[config.mk]
export PLATFORM = sky130hd
export DESIGN_NAME = alu_slice_array
export DESIGN_NICKNAME = d
export VERILOG_FILES = /design/src/rtl/alu_slice_pkg.sv /design/src/rtl/alu_bit_slice.sv /design/src/rtl/alu_msb_ext.sv /design/src/rtl/alu_slice_array.sv
export SDC_FILE = /design/constraint.sdc
export NUM_CORES = 1
export LEC_CHECK = 0
export BUFFER_PORTS_ARGS = -buffer_cell sky130_fd_sc_hd__buf_2
export CORE_MARGIN = 3
export CORE_UTILIZATION = 51
export DETAILED_ROUTE_END_ITERATION = 10
export PLACE_DENSITY = 0.8
export SYNTH_ARGS = -nofsm -noshare
export SYNTH_HDL_FRONTEND = slang
export SYNTH_SLANG_ARGS = --single-unit
[constraint.sdc]
create_clock -name clk -period 4.2 [get_ports clk]
set_input_delay 0.21 -clock clk [delete_from_list [all_inputs] [get_ports clk]]
set_output_delay 0.21 -clock clk [all_outputs]
set_load 0.1 [all_outputs]
[src/rtl/alu_slice_pkg.sv]
// Package: shared function-select encoding for the bit-sliced ALU.
// Assumes the select field is two bits wide; the encodings are decoded by
// every slice and must not be reordered.
package alu_slice_pkg;

    typedef enum logic [1:0] {
        FN_AND  = 2'd0,
        FN_OR   = 2'd1,
        FN_SUM  = 2'd2,
        FN_LESS = 2'd3
    } alu_fn_e;

endpackage

[src/rtl/alu_bit_slice.sv]
// Module: one bit of the ALU. It optionally inverts its B bit, forms AND, OR
// and the full-adder sum, and selects among those and the less input.
// Assumes carry_i arrives from the slice below (or the word carry-in).
module alu_bit_slice
    import alu_slice_pkg::*;
(
    input  logic    a_i,
    input  logic    b_i,
    input  logic    carry_i,
    input  logic    inv_i,
    input  logic    less_i,
    input  alu_fn_e fn_i,
    output logic    res_o,
    output logic    sum_o,
    output logic    carry_o
);

    logic b_eff;

    // Conditioned B bit, full-adder sum and majority carry.
    always_comb begin
        b_eff   = b_i ^ inv_i;
        sum_o   = a_i ^ b_eff ^ carry_i;
        carry_o = (a_i & b_eff) | (a_i & carry_i) | (b_eff & carry_i);
    end

    // Result selection by function code.
    always_comb begin
        unique case (fn_i)
            FN_AND:  res_o = a_i & b_eff;
            FN_OR:   res_o = a_i | b_eff;
            FN_SUM:  res_o = sum_o;
            default: res_o = less_i;
        endcase
    end

endmodule

[src/rtl/alu_msb_ext.sv]
// Module: top-position extension. It derives signed overflow from the carries
// around the top slice, and the set bit (true sign of the sum).
// Assumes sum_i, carry_in_i and carry_out_i all belong to the top slice.
module alu_msb_ext (
    input  logic sum_i,
    input  logic carry_in_i,
    input  logic carry_out_i,
    output logic ovf_o,
    output logic set_o
);

    // Overflow when the carries around the top bit disagree; the set bit
    // corrects the sign for an overflowed sum.
    always_comb begin
        ovf_o = carry_in_i ^ carry_out_i;
        set_o = sum_i ^ ovf_o;
    end

endmodule

[src/rtl/alu_slice_array.sv]
// Module: word ALU of WIDTH replicated slices with ripple carry. The set bit
// of the top position feeds the less input of bit 0, and the outputs are
// registered. Assumes WIDTH >= 2 and a synchronous active-low reset.
module alu_slice_array
    import alu_slice_pkg::*;
#(
    parameter int WIDTH = 8
) (
    input  logic             clk,
    input  logic             rst_n,
    input  logic [WIDTH-1:0] op_a,
    input  logic [WIDTH-1:0] op_b,
    input  logic             neg_b,
    input  logic [1:0]       op_sel,
    output logic [WIDTH-1:0] res_q,
    output logic             cout_q,
    output logic             ovf_q,
    output logic             zero_q
);

    localparam int TOP = WIDTH - 1;

    alu_fn_e          fn;
    logic             carry [0:WIDTH];
    logic [WIDTH-1:0] res_c;
    logic [WIDTH-1:0] sum_c;
    logic             set_c;
    logic             ovf_c;

    // Function code cast and word carry-in.
    always_comb begin
        fn       = alu_fn_e'(op_sel);
        carry[0] = neg_b;
    end

    generate
        for (genvar i = 0; i < WIDTH; i++) begin : g_slice
            logic less_bit;
            if (i == 0) begin : g_lsb
                // Bit 0 takes the set feedback.
                always_comb less_bit = set_c;
            end else begin : g_upper
                // Upper bits never pass anything but zero.
                always_comb less_bit = 1'b0;
            end
            alu_bit_slice u_slice (
                .a_i     (op_a[i]),
                .b_i     (op_b[i]),
                .carry_i (carry[i]),
                .inv_i   (neg_b),
                .less_i  (less_bit),
                .fn_i    (fn),
                .res_o   (res_c[i]),
                .sum_o   (sum_c[i]),
                .carry_o (carry[i+1])
            );
        end
    endgenerate

    alu_msb_ext u_msb (
        .sum_i       (sum_c[TOP]),
        .carry_in_i  (carry[TOP]),
        .carry_out_i (carry[WIDTH]),
        .ovf_o       (ovf_c),
        .set_o       (set_c)
    );

    // Output register stage with synchronous reset.
    always_ff @(posedge clk) begin
        if (!rst_n) begin
            res_q  <= '0;
            cout_q <= 1'b0;
            ovf_q  <= 1'b0;
            zero_q <= 1'b1;
        end else begin
            res_q  <= res_c;
            cout_q <= carry[WIDTH];
            ovf_q  <= ovf_c;
            zero_q <= (res_c == '0);
        end
    end

endmodule

# After elaboration in Yosys (flattened, before gate mapping)
# Index checks and enable logic that the tools add are counted.
# Widths: inputs -> output; s select.
# word_totals
regBits	11
in_bits	21
out_inout_bits	11
elab_cells	90
# classes
n_eq_ne	2
mux	8
bitwise_logic	74
reduce_logical	2
# ops
cell	count
$xor 1x1->1	26
$and 1x1->1	24
$or 1x1->1	24
$pmux 1 s3	8
$logic_not 8->1	1
$eq 2x1->1 const B	1
$eq 2x2->1 const B	1
$logic_not 2->1	1

# Logic depth before layout (Yosys ltp)
# Gate-level depths: netlist of run 1.
# logic_depth
depth_word	29
depth_mapped	14
mapped_depth_nobuf	13

# Hierarchy
# Synthesis of run 1 repeated with hierarchy kept, for this count alone.
# hier_totals
cells_unflattened	116
area_unflattened_um2	1134.8
# modules_own_cells
mod	n_inst	cells_each	area_each_um2
alu_bit_slice	8	11	98.8
alu_slice_array	1	26	311.5
alu_msb_ext	1	2	32.5

# Least setup slack after synthesis of run 1
# OpenSTA, ideal clock, no wires.
# synth_path
path_kind	input to register
startpoint	input port neg_b
endpoint	register zero_q
setup_time_ns	0.096
t_arrival_ns	3.808
slack_ns	0.296
cell_stages	14
cell_sequence	buf_4 -> xor2_1 -> inv_1 -> fa_1 -> inv_1 -> fa_1 -> fa_1 -> fa_1 -> fa_1 -> fa_1 -> fa_1 -> a21oi_1 -> nand4_1 -> o41ai_2
# synth_via
elab_chain_cells	29
word_cells_on_any_way	83
cone_classes	8 x mux; 74 x bitwise; 1 x reduce/logical
# synth_rtl
item	line	source
start: declaration	alu_slice_array.sv:13	input logic neg_b,
$xor 1x1->1	alu_bit_slice.sv:22	b_eff = b_i ^ inv_i;
$and 1x1->1	alu_bit_slice.sv:24, alu_bit_slice.sv:30	
$or 1x1->1 (2 in a row)	alu_bit_slice.sv:24	carry_o = (a_i & b_eff) | (a_i & carry_i) | (b_eff & carry_i);
$and 1x1->1	alu_bit_slice.sv:24	
$or 1x1->1 (2 in a row)	alu_bit_slice.sv:24	
$and 1x1->1	alu_bit_slice.sv:24	
$or 1x1->1 (2 in a row)	alu_bit_slice.sv:24	
$and 1x1->1	alu_bit_slice.sv:24	
(+8 left out)	n/a	
$and 1x1->1	alu_bit_slice.sv:24	
$or 1x1->1 (2 in a row)	alu_bit_slice.sv:24	
$and 1x1->1	alu_bit_slice.sv:24	
$or 1x1->1 (2 in a row)	alu_bit_slice.sv:24	
$xor 1x1->1	alu_msb_ext.sv:15	ovf_o = carry_in_i ^ carry_out_i;
$xor 1x1->1	alu_msb_ext.sv:16	set_o = sum_i ^ ovf_o;
$pmux 1 s3	alu_bit_slice.sv:29	unique case (fn_i)
$logic_not 8->1 *	alu_slice_array.sv:79	zero_q <= (res_c == '0);
end signal: assignment	alu_slice_array.sv:79	
end: declaration	alu_slice_array.sv:18	output logic zero_q
# Every way passes the cells marked *; elsewhere a longest branch is shown, timed or not.
# A chain may end at the register's enable or synchronous reset.

# Worst setup path in the final report of run 1
# Same ends and word-level chain as after synthesis.

==> impl_metrics.tcl, run 1 <==
set metrics [dict create \
    clkPwrFrac_pct 18.3 \
    place_hpwl_um 1555 \
    drcViolationCount 0 \
    p_seq_share_pct 30.8 \
    port_buffers 31 \
    dpl.cell_count 166 \
    synth_compound_area_share_pct 7.775 \
    worst_pin_slew_ns 0.4898 \
    grt_pass1_wl_um 3084 \
    grt_setup_unrepaired "false" \
    dieArea_um2 2630 \
    grt_max_degree 16 \
    final_nets 191 \
    diodes 0 \
    setup_violations 0 \
    peakVddDrop_uv 188.5 \
    vias 791 \
    synth_top_family_by_area "adder cells" \
    fillers 151 \
    syn_nets 157 \
    cp_max_fo 5 \
    worstPathRequired_ns 4.37 \
    start_kind "primary input" \
    avgSynthCellArea_um2 9.339 \
    leakagePower_nw 0.6835 \
    multi_input_area_um2 716.9 \
    fmax_mhz 264.8 \
    drtAntennaViolNets 0 \
    ys_seq_area_share_pct 21.05 \
    fin_crit_sh_pct 89.92 \
    start_util_pct 57.46 \
    htree_levels 1 \
    drtPass1Iterations 2 \
    worst_slack_ns 0.4234 \
    hold_path_class "in -> reg" \
    synth_fa_ha_area_share_pct 34.45 \
    clkSinkCount 11 \
    cts_buffer_depth 2 \
    slew_viol_final 0 \
    seq_area_um2 220.2 \
    synthXorXnorAreaFrac_pct 8.373 \
    hold_viol 0 \
    wl_per_cell_um 10.45 \
    cts_buffers 3 \
    instances_no_fill 170 \
    ctsHoldBuffers 0 \
    end_kind "flip-flop" \
    tns_ns 0 \
    syn-instance-count 112 \
    clock-root-buffer "clkbuf_4" \
    maxCapViolCount 0 \
    drive_above_1_share_pct 25.52 \
    p_int_w 0.0002044 \
    power_switching_w 0.0001752 \
    outcome "finished, final reports clean" \
    first_global_vias 769 \
    slew_headroom_pct 67.57 \
    coreArea_um2 1821 \
    syn_area_um2 1046 \
    synth_mux_area_share_pct 5.024 \
    finalPower_w 0.0003796 \
    min_period_ns 3.777 \
    synth-seq-cells 11 \
    power_density_nw_per_um2 306.1 \
    wl_um 1777 \
    initialDrtViolationCount 5 \
    pre_cts_slack_ns 0.1419 \
    comb_power_share_pct 50.9 \
    cts_setup_buffers 0 \
    worstPathArrival_ns 3.95 \
    pin_count 32 \
    place_congestion 0.8487 \
    antenna_found_initial 0 \
    synth_cell_types 20 \
    grtUsageTotal_pct 15.77 \
    routed_via_density 4.653 \
    ys_warn_count 0 \
    synthSimpleGateAreaFrac_pct 12.92 \
    die_y_um 51.29 \
    overflow 0 \
    area_growth_pct 18.54 \
    cts_tree "yes" \
    die_w_um 51.29 \
    ctsResizeCount 0 \
    std_cell_rows 15 \
    clk_pin_slew_ns 0.06 \
    p_sw_share_pct 46.15 \
    fin_util_pct 68.11 \
    critPathKind "in -> reg" \
]
[final timing paths]
check	cells past startpoint	start	slack, ns	end
worst max-delay path	14	neg_b	0.42	zero_q
worst min-delay path	2	rst_n	0.15	zero_q
[layer usage]
layer	GRT usage [%]	vias to the layer above	wire length, um
met1	16.00	362	700
met3	2.915	4	112
li1	-	402	-
met2	28.97	23	937
met4	10.48	0	26
met5	0	-	0
[cells in the final DEF (no fill, tap or decap)]
master / n
buf_2: 31
inv_1: 22
ha_1: 16
dfxtp_1: 11
a21oi_1: 10
xor2_1: 9
fa_1: 8
nor2_1: 7
or2b_1: 6
nand2b_1: 4
mux2i_1: 3
and2_1: 3
o21ai_0: 3
clkbuf_4: 3
nand2_1: 2
xnor2_1: 1
nor2b_1: 1
nand4_1: 1
mux4_2: 1
o41ai_2: 1
clkbuf_1: 1
buf_4: 1
[synthesized netlist by cell type (all sizes together)]
library cell | number | area share (%)
nand2b | 4 | 2.4
and2 | 3 | 1.8
dfxtp | 11 | 21
o41ai | 1 | 1.6
or2b | 6 | 4.3
mux4 | 1 | 2.2
nand2 | 2 | 0.72
nor2b | 1 | 0.60
nor2 | 7 | 2.5
inv | 22 | 7.9
nand4 | 1 | 0.60
xor2 | 9 | 7.5
buf | 3 | 2.5
xnor2 | 1 | 0.84
ha | 16 | 19
o21ai | 3 | 1.4
mux2i | 3 | 2.9
fa | 8 | 15
a21oi | 10 | 4.8
[critical path: stages]
cell and delay (ns):
buf_2 0.14, xor2_1 0.18, inv_1 0.10, fa_1 0.17, inv_1 0.05, fa_1 0.37
fa_1 0.39, fa_1 0.38, fa_1 0.39, fa_1 0.46, fa_1 0.45, a21oi_1 0.18
nand4_1 0.13, o41ai_2 0.35
[sequential cells by signal, summed over array words and instances, names as in the netlist]
signal and count:
res_q 8, cout_q 1, ovf_q 1, zero_q 1
[logic make-up after synthesis]
logic type                 Yosys count
AOI/OAI and AO/OA                   14
xor gates and xnor gates            10
adders and majority gates           24
buffers and inverters               25
DFF                                 11
muxes                                4
and+or+nand+nor                     24
[final cells by class]
cell class                 instances  share of cell area, %
multi-input combinational         76                  57.82
timing repair buffer              32                  13.12
clock buffer                       4                  2.119
sequential                        11                  17.76
tap                               25                  2.523
inverter                          22                  6.660
[power groups by stage]
stage | combinational, W | clock, W | sequential, W
after detailed placement | 0.000195 | 0 | 0.000119
after global placement | 0.000189 | 0 | 0.000119
after global routing | 0.000213 | 0.0000764 | 0.000118
final | 0.000193 | 0.0000696 | 0.000117
after CTS | 0.000195 | 0.0000699 | 0.000117
after floorplan | 0.0000758 | 0 | 0.000199
[metrics by stage]
stage / cell area, um2 / hold WS, ns
after global placement: 1214 / 0.4131
after CTS: 1240 / 0.1510
after global routing: 1240 / 0.1452
after floorplan: 1046 / 0.2657
final: 1240 / 0.1504
after detailed placement: 1214 / 0.4241
No activity file was read; power rests on OpenSTA's default activity.
==> inputs of run 2 (changes only) <==
--- a/config.mk
+++ b/config.mk
@@ -6,10 +6,13 @@
 export NUM_CORES = 1
 export LEC_CHECK = 0
 export BUFFER_PORTS_ARGS = -buffer_cell sky130_fd_sc_hd__buf_2
+export CELL_PAD_IN_SITES_DETAIL_PLACEMENT = 1
+export CELL_PAD_IN_SITES_GLOBAL_PLACEMENT = 2
 export CORE_MARGIN = 3
-export CORE_UTILIZATION = 51
+export CORE_UTILIZATION = 28
+export CTS_BUF_LIST = sky130_fd_sc_hd__clkbuf_8
 export DETAILED_ROUTE_END_ITERATION = 10
-export PLACE_DENSITY = 0.8
+export PLACE_DENSITY = 0.78
 export SYNTH_ARGS = -nofsm -noshare
 export SYNTH_HDL_FRONTEND = slang
 export SYNTH_SLANG_ARGS = --single-unit
==> constraint.sdc (replaced) <==
create_clock -name clk -period 3.3 [get_ports clk]
set_input_delay 0.165 -clock clk [delete_from_list [all_inputs] [get_ports clk]]
set_output_delay 0.165 -clock clk [all_outputs]
set_load 0.1 [all_outputs]
==> run 2 against run 1 <==
Effect of this change: the run now ends with setup timing left; critical path depth is the same; largest power group unchanged; clock power increased by 78%; utilization is 27 points lower; final area rose by 15%; count of clock-buffer cells in the layout shrank 1; worst setup slack got worse by 0.43 ns; sequential share of layout area fell by 2.3 points; die area increased by 71%; wire length grew 19%.
==> impl_metrics.tcl, run 2 (synthesis gave the netlist of run 1 again) <==
set metrics [dict create \
    outcome "complete, but fails checks" \
    violations "setup timing" \
    p_sw_share_pct 42.40 \
    die_w_um 67.12 \
    hold_start "rst_n" \
    fin_crit_sh_pct 100.2 \
    final_nets 200 \
    power_density_nw_per_um2 387.7 \
    grt_max_degree 16 \
    largest_register_ff_count 8 \
    overflow 0 \
    clkSinkCount 11 \
    fillers 435 \
    setup_violations 1 \
    p_int_w 0.0003179 \
    area_growth_pct 36.12 \
    std_cell_rows 21 \
    clk_pin_slew_ns 0.04 \
    grt_setup_unrepaired "true" \
    slew_headroom_pct 67.79 \
    dieArea_um2 4505 \
    grtUsageTotal_pct 10.55 \
    first_global_vias 827 \
    drive_above_1_share_pct 38.96 \
    crit_start "neg_b" \
    worst_hold_slack_ns 0.1485 \
    port_buffers 31 \
    die_y_um 67.12 \
    cts_tree "yes" \
    worst_pin_slew_ns 0.4865 \
    drtPass1Iterations 3 \
    routed_via_density 4.135 \
    cp_max_fo 4 \
    antenna_found_initial 0 \
    p_seq_share_pct 27.1 \
    slew_viol_final 0 \
    mostFrequentLayoutCells "buf_2 (29), inv_1 (20), ha_1 (16)" \
    ctsHoldBuffers 0 \
    min_period_ns 3.306 \
    peakVddDrop_uv 93.94 \
    worstPathArrival_ns 3.44 \
    regMostFlops "res_q" \
    clock-root-buffer "clkbuf_8" \
    place_congestion 0.7282 \
    finalPower_w 0.0005520 \
    leakagePower_nw 0.7419 \
    htree_levels 1 \
    drtAntennaViolNets 0 \
    maxCapViolCount 0 \
    comb_power_share_pct 50.5 \
    vias 827 \
    clkPwrFrac_pct 22.4 \
    worstPathRequired_ns 3.43 \
    initialDrtViolationCount 9 \
    start_kind "primary input" \
    coreArea_um2 3468 \
    tns_ns -0.006232 \
    end_kind "flip-flop" \
    wl_per_cell_um 10.56 \
    hold_path_class "in -> reg" \
    hold_viol 0 \
    placed_cell_area_um2 1309 \
    critPathKind "in -> reg" \
    diodes 0 \
    start_util_pct 30.16 \
    final_area_um2 1424 \
    wl_um 2112 \
    fmax_mhz 302.5 \
    final_common_cell "buf_2" \
    cts_buffer_depth 2 \
    cts_buffers 3 \
    power_switching_w 0.0002341 \
    pin_count 32 \
    worst_slack_ns -0.006232 \
    place_hpwl_um 1873 \
    grt_pass1_wl_um 3615 \
    drcViolationCount 0 \
]
-- run 2: cell count changes in the layout (fill, tap and decap cells not counted), moves of 2 or more --
cell,change
buf_2,-2
fa_2,+7
buf_4,+8
inv_2,+3
buf_6,+2
fa_1,-7
inv_1,-2
clkbuf_8,+3
clkbuf_4,-3
-- run 2: repair_timing --
item / CTS / global route
pin swaps: 2 / 2
gates cloned: 0 / 0
resized for setup: 9 / 6
buffers inserted: 2 / 0
endpoints found under the setup margin: 2 / 2
endpoints found under the hold margin: 0 / 0
-- run 2: cell type report --
| class | count | area [um2] | share of cell area, % |
|---|---|---|---|
| Inverter | 22 | 82.58 | 5.800 |
| Timing Repair Buffer | 41 | 255.2 | 17.93 |
| Clock inverter | 1 | 3.754 | 0.2636 |
| Multi-Input combinational cell | 76 | 763.2 | 53.60 |
| Tap cell | 46 | 57.56 | 4.042 |
| Sequential cell | 11 | 220.2 | 15.47 |
| Clock buffer | 3 | 41.29 | 2.900 |
-- run 2: stage by stage --
| stage | instances | util [%] | worst slack, ns |
|---|---|---|---|
| floorplan | 112 | - | -0.3434 |
| global placement | 194 | 37.73 | -0.4144 |
| CTS | 200 | 40.33 | 0.006098 |
| finish | 200 | 41.05 | -0.006232 |
| global route | 200 | 41.05 | -0.1262 |
| detailed placement | 194 | 37.73 | -0.4637 |
-- run 2: worst paths after layout --
path | end | slack (ns) | cells past startpoint
setup / recovery | zero_q | -0.006 | 14
hold / removal | zero_q | 0.15 | 2
-- run 2: worst max-delay path, stage by stage --
cell and delay [ns]:
buf_12 0.11, xor2_4 0.17, inv_2 0.07, fa_2 0.19, inv_2 0.04, fa_2 0.33, fa_2 0.34, fa_2 0.35
fa_2 0.35, fa_2 0.38, fa_1 0.45, a21oi_2 0.15, nand4_1 0.12, o41ai_2 0.22
-- run 2: metal layers --
layer	track usage, %	share of wire [%]	vias up
met1	12.05	42	382
met5	0	0	-
met4	5.316	1.9	0
met2	19.14	51	22
met3	1.180	5.1	6
li1	-	-	417
-- run 2: power groups by stage --
stage / clock (W) / combinational, W / sequential (W)
after global routing: 0.000134 / 0.000306 / 0.000150
after detailed placement: 0 / 0.000268 / 0.000152
final: 0.000124 / 0.000279 / 0.000149
after global placement: 0 / 0.000262 / 0.000152
after CTS: 0.000129 / 0.000277 / 0.000150
after floorplan: 0 / 0.000102 / 0.000253
==> inputs of run 3 (changes only) <==
--- a/config.mk
+++ b/config.mk
@@ -8,6 +8,7 @@
 export BUFFER_PORTS_ARGS = -buffer_cell sky130_fd_sc_hd__buf_2
 export CELL_PAD_IN_SITES_DETAIL_PLACEMENT = 1
 export CELL_PAD_IN_SITES_GLOBAL_PLACEMENT = 2
+export CORE_ASPECT_RATIO = 1.5
 export CORE_MARGIN = 3
 export CORE_UTILIZATION = 28
 export CTS_BUF_LIST = sky130_fd_sc_hd__clkbuf_8
==> run 3 against run 2 <==
Effect of this change: the run still ends with setup timing left; worst hold slack worse by 0.0069 ns; utilization is 0.15 points higher; worst setup slack got worse by 0.15 ns; global-route usage grew 2.0 points; wire length increased by 26%; first-iteration DRC count is 11% higher; via count is 6.2% higher; count of clock-buffer cells in the layout did not move; final area rose by 1.7%; critical path depth unchanged; non-clock buffer count increased by 6; highest routed layer unchanged.
==> impl_metrics.tcl, run 3 (synthesis gave the netlist of run 1 again) <==
set metrics [dict create \
    outcome "complete, but fails checks" \
    violations "setup timing" \
    wl_per_cell_um 13.14 \
    largest_register_ff_count 8 \
    hold-path-cell-count 2 \
    start_kind "primary input" \
    peakVddDrop_uv 314.3 \
    final_nets 206 \
    place_hpwl_um 2199 \
    worstPathRequired_ns 3.44 \
    clock-root-buffer "clkbuf_8" \
    dieArea_um2 4520 \
    htree_levels 1 \
    fin_util_pct 41.20 \
    worst_slack_ns -0.1560 \
    leakagePower_nw 0.7669 \
    drtAntennaViolNets 0 \
    hold_viol 0 \
    coreArea_um2 3513 \
    die_w_um 55.91 \
    maxCapViolCount 0 \
    clk_pin_slew_ns 0.05 \
    mostFrequentLayoutCells "buf_2 (29), inv_1 (20), ha_1 (16)" \
    wl_um 2655 \
    comb_power_share_pct 51.6 \
    clkSinkCount 11 \
    critPathKind "in -> reg" \
    first_global_vias 1010 \
    start_util_pct 29.77 \
    final_area_um2 1448 \
    fin_crit_sh_pct 104.7 \
    slew_viol_final 0 \
    grt_max_degree 16 \
    drive_above_1_share_pct 41.25 \
    p_int_w 0.0003300 \
    p_seq_share_pct 25.9 \
    power_switching_w 0.0002482 \
    p_sw_share_pct 42.93 \
    placed_cell_area_um2 1296 \
    drcViolationCount 0 \
    die_y_um 80.86 \
    vias 878 \
    regMostFlops "res_q" \
    diodes 0 \
    setup_violations 2 \
    drtPass1Iterations 2 \
    power_density_nw_per_um2 399.5 \
    area_growth_pct 38.40 \
    overflow 0 \
    worstPathArrival_ns 3.60 \
    std_cell_rows 26 \
    slew_headroom_pct 67.63 \
    worst_pin_slew_ns 0.4890 \
    hold_path_class "in -> reg" \
    port_buffers 31 \
    routed_via_density 4.347 \
    clkPwrFrac_pct 22.5 \
    fmax_mhz 289.3 \
    initialDrtViolationCount 10 \
    pin_count 32 \
    grtUsageTotal_pct 12.57 \
    cts_buffers 3 \
    grt_setup_unrepaired "true" \
    end_kind "flip-flop" \
    cp_max_fo 3 \
    cts_buffer_depth 2 \
    min_period_ns 3.456 \
    final_common_cell "buf_2" \
    grt_pass1_wl_um 4478 \
    place_congestion 0.7081 \
    cts_tree "yes" \
    ctsHoldBuffers 0 \
    antenna_found_initial 0 \
]
[run 3: cell type report]
cell class | instances | area [um2]
clock buffer | 3 | 41.29
clock inverter | 1 | 3.754
fill | 428 | 2066
inverter | 22 | 82.58
multi-input combinational | 76 | 752.0
sequential | 11 | 220.2
tap | 42 | 52.55
timing repair buffer | 47 | 295.3
[run 3: power by group through the flow]
| stage | sequential (W) | clock, W | combinational, W |
|---|---|---|---|
| floorplan | 0.000253 | 0 | 0.000102 |
| global placement | 0.000152 | 0 | 0.000261 |
| detailed placement | 0.000153 | 0 | 0.000277 |
| CTS | 0.000150 | 0.000133 | 0.000298 |
| global route | 0.000151 | 0.000144 | 0.000324 |
| finish | 0.000150 | 0.000130 | 0.000298 |
[run 3: what timing repair did]
item	4_1_cts	5_1_grt
setup endpoints to repair	3	2
gates resized for setup	12	2
pin swaps	3	1
buffers inserted	9	2
[run 3: metrics by stage]
step	instances	TNS (ns)	hold slack (ns)	total power, W	worst slack (ns)
6_report	202	-0.2809	0.1416	0.0005783	-0.1560
5_1_grt	202	-0.4650	0.1304	0.0006189	-0.2582
4_1_cts	201	-0.2770	0.1306	0.0005819	-0.1635
3_5_place_dp	189	-1.382	0.3793	0.0004295	-0.5449
3_3_place_gp	189	-0.8441	0.3775	0.0004125	-0.4007
2_1_floorplan	112	-0.3947	0.2207	0.0003557	-0.3434
[run 3: worst max-delay path, cell delays in order]
cell and delay, ns:
buf_8 0.10, xor2_2 0.17, inv_2 0.08, fa_2 0.21, inv_2 0.04, fa_2 0.33
fa_2 0.35, fa_2 0.35, fa_2 0.36, fa_2 0.37, fa_1 0.46, a21oi_2 0.15
nand4_1 0.12, o41ai_2 0.33
[run 3: path summary, 6_finish.rpt]
check | from | end | slack (ns)
max | neg_b | zero_q | -0.16
min | rst_n | zero_q | 0.14
[run 3: per-layer routing]
| metal | vias up | share of wire (%) | GRT usage [%] |
|---|---|---|---|
| met5 | - | 0 | 0 |
| met1 | 421 | 35 | 12.23 |
| met4 | 0 | 1.7 | 4.988 |
| met2 | 22 | 60 | 26.07 |
| li1 | 430 | - | - |
| met3 | 5 | 3.7 | 1.749 |
